===== src/rtl/nib_tx_pkg.sv =====
// Shared constants and types for the nibble reverse transmitter.
// Assumes a byte is always split into two equal halves.
package nib_tx_pkg;
    localparam int BYTE_W     = 8;
    localparam int NIB_W      = BYTE_W / 2;
    // Position of each status pin inside a half
    localparam int LINE_ERR   = 0;
    localparam int LINE_SEL   = 1;
    localparam int LINE_PAPER = 2;
    localparam int LINE_BUSY  = 3;

    typedef enum logic [1:0] {
        HS_IDLE  = 2'd0,
        HS_SETUP = 2'd1,
        HS_HOLD  = 2'd2
    } hs_state_e;
endpackage


===== src/rtl/nib_req_sync.sv =====
// Multi-flop synchronizer for the asynchronous host request line.
// Assumes STAGES >= 2. Resets to the idle (high) level.
module nib_req_sync #(
    parameter int STAGES = 2
) (
    input  logic clk,
    input  logic rst_n,
    input  logic async_in,
    output logic sync_out
);
    logic [STAGES-1:0] sr;

    // Shift the raw input through the flop chain
    always_ff @(posedge clk) begin
        if (!rst_n) sr <= '1;
        else        sr <= {sr[STAGES-2:0], async_in};
    end

    assign sync_out = sr[STAGES-1];
endmodule


===== src/rtl/nib_hold_reg.sv =====
// Byte holding register with an empty flag.
// Loads only when empty and enabled. It is emptied by the handshake
// controller once the second half has been delivered.
module nib_hold_reg
    import nib_tx_pkg::*;
(
    input  logic              clk,
    input  logic              rst_n,
    input  logic              load_ok,
    input  logic              wr_en,
    input  logic [BYTE_W-1:0] wr_data,
    input  logic              byte_done,
    input  logic              half_sel,
    output logic              buf_empty,
    output logic [BYTE_W-1:0] hold_q,
    output logic [NIB_W-1:0]  nib_out
);
    // Track fill state and capture accepted writes
    always_ff @(posedge clk) begin
        if (!rst_n) begin
            buf_empty <= 1'b1;
            hold_q    <= '0;
        end else if (byte_done) begin
            buf_empty <= 1'b1;
        end else if (wr_en && buf_empty && load_ok) begin
            buf_empty <= 1'b0;
            hold_q    <= wr_data;
        end
    end

    // Pick the half that is currently due
    always_comb begin
        if (half_sel) nib_out = hold_q[BYTE_W-1 -: NIB_W];
        else          nib_out = hold_q[NIB_W-1:0];
    end
endmodule


===== src/rtl/nib_hs_fsm.sv =====
// Per-half interlocked handshake controller.
// Assumes req_s is already synchronized and SETUP_CYC >= 1.
// Sequence for each half: wait for the request to go low, drive the
// lines, count the setup delay, drive ack low, wait for the request
// to go high, then release ack.
module nib_hs_fsm
    import nib_tx_pkg::*;
#(
    parameter int SETUP_CYC = 4
) (
    input  logic             clk,
    input  logic             rst_n,
    input  logic             active,
    input  logic             have_byte,
    input  logic             req_s,
    input  logic [NIB_W-1:0] nib_in,
    output logic             ack_n,
    output logic [NIB_W-1:0] lines,
    output logic             half_sel,
    output logic             byte_done
);
    localparam int CNT_W = $clog2(SETUP_CYC + 1);
    localparam logic [CNT_W-1:0] CNT_LAST = CNT_W'(SETUP_CYC - 1);

    hs_state_e        state;
    logic [CNT_W-1:0] cnt;

    // Second half released by the host: the byte is finished
    assign byte_done = active && (state == HS_HOLD) && req_s && half_sel;

    // Handshake sequencing and output registers
    always_ff @(posedge clk) begin
        if (!rst_n) begin
            state    <= HS_IDLE;
            cnt      <= '0;
            ack_n    <= 1'b1;
            lines    <= '0;
            half_sel <= 1'b0;
        end else if (!active) begin
            state    <= HS_IDLE;
            cnt      <= '0;
            ack_n    <= 1'b1;
            half_sel <= 1'b0;
        end else begin
            case (state)
                HS_IDLE: begin
                    if (have_byte && !req_s) begin
                        lines <= nib_in;
                        cnt   <= '0;
                        state <= HS_SETUP;
                    end
                end
                HS_SETUP: begin
                    if (cnt == CNT_LAST) begin
                        ack_n <= 1'b0;
                        state <= HS_HOLD;
                    end else begin
                        cnt <= cnt + 1'b1;
                    end
                end
                HS_HOLD: begin
                    if (req_s) begin
                        ack_n    <= 1'b1;
                        half_sel <= ~half_sel;
                        state    <= HS_IDLE;
                    end
                end
                default: state <= HS_IDLE;
            endcase
        end
    end
endmodule


===== src/rtl/nib_rev_tx.sv =====
// Top of the nibble reverse transmitter.
// Assumes mode is stable relative to clk and host_req_n is asynchronous.
// Connects the synchronizer, the holding register and the handshake
// controller, and maps a half onto the four status pins.
module nib_rev_tx
    import nib_tx_pkg::*;
#(
    parameter int MODE_W      = 3,
    parameter int MODE_NIBBLE = 4,
    parameter int SYNC_STAGES = 2,
    parameter int SETUP_CYC   = 4
) (
    input  logic              clk,
    input  logic              rst_n,
    input  logic [MODE_W-1:0] mode,
    input  logic              wr_en,
    input  logic [BYTE_W-1:0] wr_data,
    input  logic              host_req_n,
    output logic              periph_ack_n,
    output logic              err_line,
    output logic              sel_line,
    output logic              paper_line,
    output logic              busy_line,
    output logic              buf_empty
);
    logic              mode_act;
    logic              req_s;
    logic              byte_done;
    logic              half_sel;
    logic [NIB_W-1:0]  nib_cur;
    logic [NIB_W-1:0]  lines;
    logic [BYTE_W-1:0] hold_q;

    // Block is live only in the nibble mode
    assign mode_act = (mode == MODE_W'(MODE_NIBBLE));

    nib_req_sync #(.STAGES(SYNC_STAGES)) u_sync (
        .clk      (clk),
        .rst_n    (rst_n),
        .async_in (host_req_n),
        .sync_out (req_s)
    );

    nib_hold_reg u_hold (
        .clk       (clk),
        .rst_n     (rst_n),
        .load_ok   (mode_act),
        .wr_en     (wr_en),
        .wr_data   (wr_data),
        .byte_done (byte_done),
        .half_sel  (half_sel),
        .buf_empty (buf_empty),
        .hold_q    (hold_q),
        .nib_out   (nib_cur)
    );

    nib_hs_fsm #(.SETUP_CYC(SETUP_CYC)) u_fsm (
        .clk       (clk),
        .rst_n     (rst_n),
        .active    (mode_act),
        .have_byte (!buf_empty),
        .req_s     (req_s),
        .nib_in    (nib_cur),
        .ack_n     (periph_ack_n),
        .lines     (lines),
        .half_sel  (half_sel),
        .byte_done (byte_done)
    );

    // Status pin mapping
    assign err_line   = lines[LINE_ERR];
    assign sel_line   = lines[LINE_SEL];
    assign paper_line = lines[LINE_PAPER];
    assign busy_line  = lines[LINE_BUSY];
endmodule


===== config.mk =====
export PLATFORM = sky130hd
export DESIGN_NAME = nib_rev_tx
export DESIGN_NICKNAME = d
export VERILOG_FILES = /design/src/rtl/nib_tx_pkg.sv /design/src/rtl/nib_req_sync.sv /design/src/rtl/nib_hold_reg.sv /design/src/rtl/nib_hs_fsm.sv /design/src/rtl/nib_rev_tx.sv
export SDC_FILE = /design/constraint.sdc
export NUM_CORES = 1
export LEC_CHECK = 0
export BUFFER_PORTS_ARGS = -buffer_cell sky130_fd_sc_hd__buf_2
export CORE_UTILIZATION = 52
export DETAILED_ROUTE_END_ITERATION = 16
export GPL_TIMING_DRIVEN = 0
export PLACE_DENSITY_LB_ADDON = 0.12
export SYNTH_ARGS = -nofsm -noshare
export SYNTH_HDL_FRONTEND = slang
export SYNTH_SLANG_ARGS = --single-unit

===== constraint.sdc =====
create_clock -name clk -period 1.7 [get_ports clk]
set_input_delay 0.17 -clock clk [delete_from_list [all_inputs] [get_ports clk]]
set_output_delay 0.17 -clock clk [all_outputs]
set_load 0.05 [all_outputs]

# After elaboration in Yosys (flattened, before gate mapping)
# Index checks and enable logic that the tools add are counted.
[op_classes] n_mux=11 addsub=1 reduce_logical=19 bitwise=3 n_eq_ne=8
[ops] op="3-bit AND reduction" n=4
[ops] op="1-bit logical AND" n=6
[ops] op="2-bit 2-to-1 mux" n=3
[ops] op="3-bit 2-to-1 mux" n=2
[ops] op="2-bit case mux with 3 select lines" n=1
[ops] op="3-bit case mux with 2 select lines" n=1
[ops] op="2-bit AND reduction" n=3
[ops] op="4-bit 2-to-1 mux" n=1
[ops] op="2-bit by 1-bit != test with 1-bit output, second input constant" n=2
[ops] op="2-bit != test, second input constant" n=2
[ops] op="2-bit nonzero test" n=2
[ops] op="3-bit by 1-bit adder with 3-bit output, second input constant" n=1
[ops] op="3-bit by 2-bit == test with 1-bit output, second input constant" n=1
[ops] op="3-bit == test, second input constant" n=1
[ops] op="1-bit NOT" n=3
[ops] op="2-bit by 1-bit == test with 1-bit output, second input constant" n=1
[ops] op="2-bit == test, second input constant" n=1
[ops] op="1-bit zero test" n=2
[ops] op="2-bit zero test" n=1
[ops] op="1-bit 2-to-1 mux" n=2
[ops] op="1-bit case mux with 2 select lines" n=1
[ops] op="2-bit OR reduction" n=1
[word_totals] register_bits=22 elab_cells=50 input_bits=15

# Logic depth before layout (Yosys ltp)
[logic_depth] word_depth=6 ltp_mapped=5 depth_no_buf=5

# By module
# From an unflattened synthesis, not the netlist that was laid out.
[unflattened] hier_cells=103 area_unflattened_um2=992.2
[modules_own_cells] module="nib_hs_fsm" cells_each=53 n_inst=1 seq_area_each_um2=220.2 area_per_inst_um2=508.0
[modules_own_cells] module="nib_hold_reg" cells_each=44 n_inst=1 seq_area_each_um2=180.2 area_per_inst_um2=415.4
[modules_own_cells] module="nib_req_sync" cells_each=4 n_inst=1 seq_area_each_um2=40.0 area_per_inst_um2=52.6
[modules_own_cells] module="nib_rev_tx" cells_each=2 n_inst=1 seq_area_each_um2=0.0 area_per_inst_um2=16.3

# Worst setup path after synthesis
# No wires, ideal clock.
[synth_timing] path_kind="register -> register" startpoint="register u_fsm.cnt[0]" endpoint="register u_fsm.cnt[2]" path_stages_with_launch=6 period_less_slack_ns=1.496 path_buffers=0 arrival_ns=1.377 required_time_ns=1.580 setup_time_ns=0.120 path_slack_ns=0.204 cell_sequence="dfxtp_1 > ha_1 > ha_1 > or3b_2 > a31oi_1 > nor2_1"
[synth_via] elab_chain_cells=3 word_cells_on_any_way=6 classes_between="1 x add/sub; 2 x eq/ne; 2 x mux; 1 x reduce/logical"
[synth_rtl] element="start, declared" line="nib_hs_fsm.sv:26" rtl="logic [CNT_W-1:0] cnt;"
[synth_rtl] element="start signal, assigned" line="nib_hs_fsm.sv:58" rtl="cnt <= cnt + 1'b1;"
[synth_rtl] element="3-bit by 1-bit adder with 3-bit output or 3-bit by 2-bit == test with 1-bit output (tied branches)" line="nib_hs_fsm.sv:58, nib_hs_fsm.sv:54"
[synth_rtl] element="3-bit 2-to-1 mux or 2-bit != test (tied branches)"
[synth_rtl] element="3-bit case mux with 2 select lines or 3-bit AND reduction (tied branches)"
# Several ways; a longest one is shown, not always the timed one. The select of a mux whose other input is x is not followed.
# A chain may end at the register's enable or synchronous reset.

# Worst setup path after layout
# Same ends and word-level chain as after synthesis.

==> metrics.txt <==
Yosys warnings 0; post-synthesis simple-gate area fraction 24.97%; maxcap violations 0; maximum number of pins on one net before global-route repair 13; Setup-failing EPs final 0; Sinks on Clock Net 22; Critical Path RT 1900 ps; final standard cell utilization of the core 66.60%; post-route standard cell area excluding fillers 0.001175 mm^2; standard-cell row count 15; Core ar. 0.001764 mm^2; grt met3 use 5.159%; clk_skew 2.738 ps; netlist area before placement 0.001007 mm^2; RSZ-0062 raised after global routing false; buffer cell driving the clock tree root sky130_fd_sc_hd__clkbuf_4; final layout net count 146; Hold Crit Start host_req_n; initial standard-cell utilization of the core 57.09%; post-CTS setup repair buffer count 0; Post-Place Cell Area 0.001139 mm^2; distinct cell type count of the synthesized netlist 29; crit end category flop; Worst EP arrival 1790 ps; maximum frequency from static timing analysis 0.6283 GHz; flops & latches, synth 22; maximum vdd drop 0.0005171 V; transition time at the pin with the least slew margin 394.6 ps; sequential fraction of the synthesis area 43.73%; number of pins with negative max-slew slack in the final report 0; Mapped Cells 104; DRC marker count from the first detailed-route iteration 6; area fraction in compound gates after synthesis 9.938%; class of the tightest hold or removal check primary input to flop; clock transition at the registers of the reported paths 110 ps; total power 861.6 uW; Setup TNS 0 ps; total global routing track utilization 18.27%; count of boundary I/O pins 21; Post-Synthesis Net Count 121; most frequent cells in the layout sky130_fd_sc_hd__dfxtp_1 (22), sky130_fd_sc_hd__buf_2 (21), sky130_fd_sc_hd__nand2_1 (20), sky130_fd_sc_hd__mux2i_1 (12); first-pass iteration count of the detailed router 4; reg2reg start u_fsm.cnt[0]$_SDFFE_PN0P_; buffer depth of the longest clock path 2; power density cells 733.3 mW/mm^2; DR WL/cell 10.64 um; number of buffers inserted by port buffering 20; largest family of logic cells by synthesized area simple AND/OR/NAND/NOR gates; hold-fix buffer count after cts 0; first-pass GRT wire length 2704 um; category of the most critical setup path flop to flop; vias 779; layout cells sized above 1 25.00%; multiplexer fraction of the synthesized cell area 11.93%; TritonCTS clock tree done; leakage power 0.0004931 uW; initial antenna violation count 0; signed area change from the synthesized netlist to the final layout 16.65%; average vias per placed instance 5.092; GRT overflow 0; # fillers 166; Most Used Layer, Global Route met2; Die Area 0.002117 mm^2; Final Hold Vio Count 0; number of gates given a new drive strength after cts 0; xor/xnor share of the synthesized area 0.8696%; antenna fix cells 0; number of levels in the clock H-tree 1; final wirelength 1628 um; run status complete, no violations; relative slew slack 73.69%; kind of start point of the critical path flop; adder and majority cell fraction of the synthesized area 2.484%; RD Place Congestion 0.8046; commonest non-fill, non-tap cell in the layout sky130_fd_sc_hd__dfxtp_1; Post-Synthesis Mean Instance Area 9.685 um^2; worst setup path start u_fsm.cnt[0]$_SDFFE_PN0P_; number of buffers created by CTS 3; Chip Height 46.01 um; period utilization 93.63%; Tmin final 1592 ps; WHS 43.12 ps; drc violations 0; Detailed Place HPWL 1273 um; vias in the first global route 690; critical path peak fanout 4; Routed Antenna Nets 0; met1 global-route usage 20.53%; met2 track demand over resource in global routing 29.86%; Die X 46.01 um; Skew-Pair Late Insertion Delay 300 ps
==> worst max-delay path, stage by stage, from the launching register on <==
cell	delay, ps
sky130_fd_sc_hd__dfxtp_1	340
sky130_fd_sc_hd__ha_1	190
sky130_fd_sc_hd__ha_1	220
sky130_fd_sc_hd__or3b_2	500
sky130_fd_sc_hd__a31oi_1	190
sky130_fd_sc_hd__nor2_1	50
==> sequential cells by signal, summed over array words and instances (netlist names) <==
signal and flops:
u_fsm.ack_n 1, u_fsm.cnt 3, u_fsm.half_sel 1, u_fsm.lines 4, u_fsm.state 2, u_hold.buf_empty 1
u_hold.hold_q 8, u_sync.sr 2
==> area by class of cell <==
type | instances | area, um^2 | area share, %
inverters | 4 | 15.01 | 1.278
well taps | 25 | 31.28 | 2.662
repair buffers | 20 | 100.1 | 8.520
flip-flops and latches | 22 | 440.4 | 37.49
plain buffers | 6 | 46.29 | 3.940
clock buffers | 4 | 36.28 | 3.088
multi-input cells | 72 | 505.5 | 43.02
==> cells in the mapped netlist <==
cell type                  number  share of area (%)
sky130_fd_sc_hd__dfxtp_1       22                 44
sky130_fd_sc_hd__nand2_1       20                7.5
sky130_fd_sc_hd__mux2i_1       12                 12
sky130_fd_sc_hd__a21oi_1        6                3.0
sky130_fd_sc_hd__nand3_1        6                3.0
sky130_fd_sc_hd__inv_1          4                1.5
sky130_fd_sc_hd__o211a_1        4                4.0
sky130_fd_sc_hd__buf_6          3                3.4
sky130_fd_sc_hd__nand2b_1       3                1.9
sky130_fd_sc_hd__clkbuf_1       2               0.75
sky130_fd_sc_hd__ha_1           2                2.5
sky130_fd_sc_hd__nor2_1         2               0.75
sky130_fd_sc_hd__nor3b_1        2                1.5
sky130_fd_sc_hd__a21o_1         1               0.75
sky130_fd_sc_hd__a31oi_1        1               0.62
sky130_fd_sc_hd__and2_1         1               0.62
sky130_fd_sc_hd__and4_1         1               0.87
sky130_fd_sc_hd__buf_2          1               0.50
sky130_fd_sc_hd__nand3b_1       1               0.75
sky130_fd_sc_hd__nand4b_1       1               0.87
sky130_fd_sc_hd__nor3_1         1               0.50
sky130_fd_sc_hd__nor3b_4        1                1.9
sky130_fd_sc_hd__nor4_4         1                2.1
sky130_fd_sc_hd__nor4b_1        1               0.87
sky130_fd_sc_hd__o21bai_1       1               0.75
sky130_fd_sc_hd__o41ai_1        1               0.87
sky130_fd_sc_hd__or3b_2         1               0.87
sky130_fd_sc_hd__or4_4          1                1.1
sky130_fd_sc_hd__xor2_1         1               0.87
==> layer usage <==
metal	wire [um]	share of wire [%]
met5	0	0
met4	13	0.80
met1	741	46
met3	48	2.9
met2	825	51
==> metrics by stage <==
step                instances  worst slack, ps
floorplan                 104            203.7
global placement          149            143.4
detailed placement        149            128.5
CTS                       153            109.9
global route              153            17.23
finish                    153            108.3
==> worst paths after layout <==
kind	slack (ps)	end	depth (start not counted)
min reg2reg	440	u_sync.sr[1]$_SDFF_PN1_	1
max	110	u_fsm.cnt[2]$_SDFFE_PN0P_	5
min	40	u_sync.sr[0]$_SDFF_PN1_	2
max reg2reg	110	u_fsm.cnt[2]$_SDFFE_PN0P_	5
==> report_power, final <==
| part | internal [uW] | total [uW] | switching, uW | leakage (uW) |
|---|---|---|---|---|
| combinational | 26.4 | 55.7 | 29.3 | 0.000294 |
| clock | 131 | 277 | 147 | 0.0000210 |
| sequential | 523 | 528 | 5.74 | 0.000178 |
==> cells by family (layout without fill, tap and decap cells) <==
group           Yosys count  after routing
xor+xnor                  1              1
flops                    22             22
simple gates             43             43
fa+ha+maj                 2              2
buf+inv                  10             34
compound gates           14             14
mux                      12             12
(Power assumes the default switching activity.)
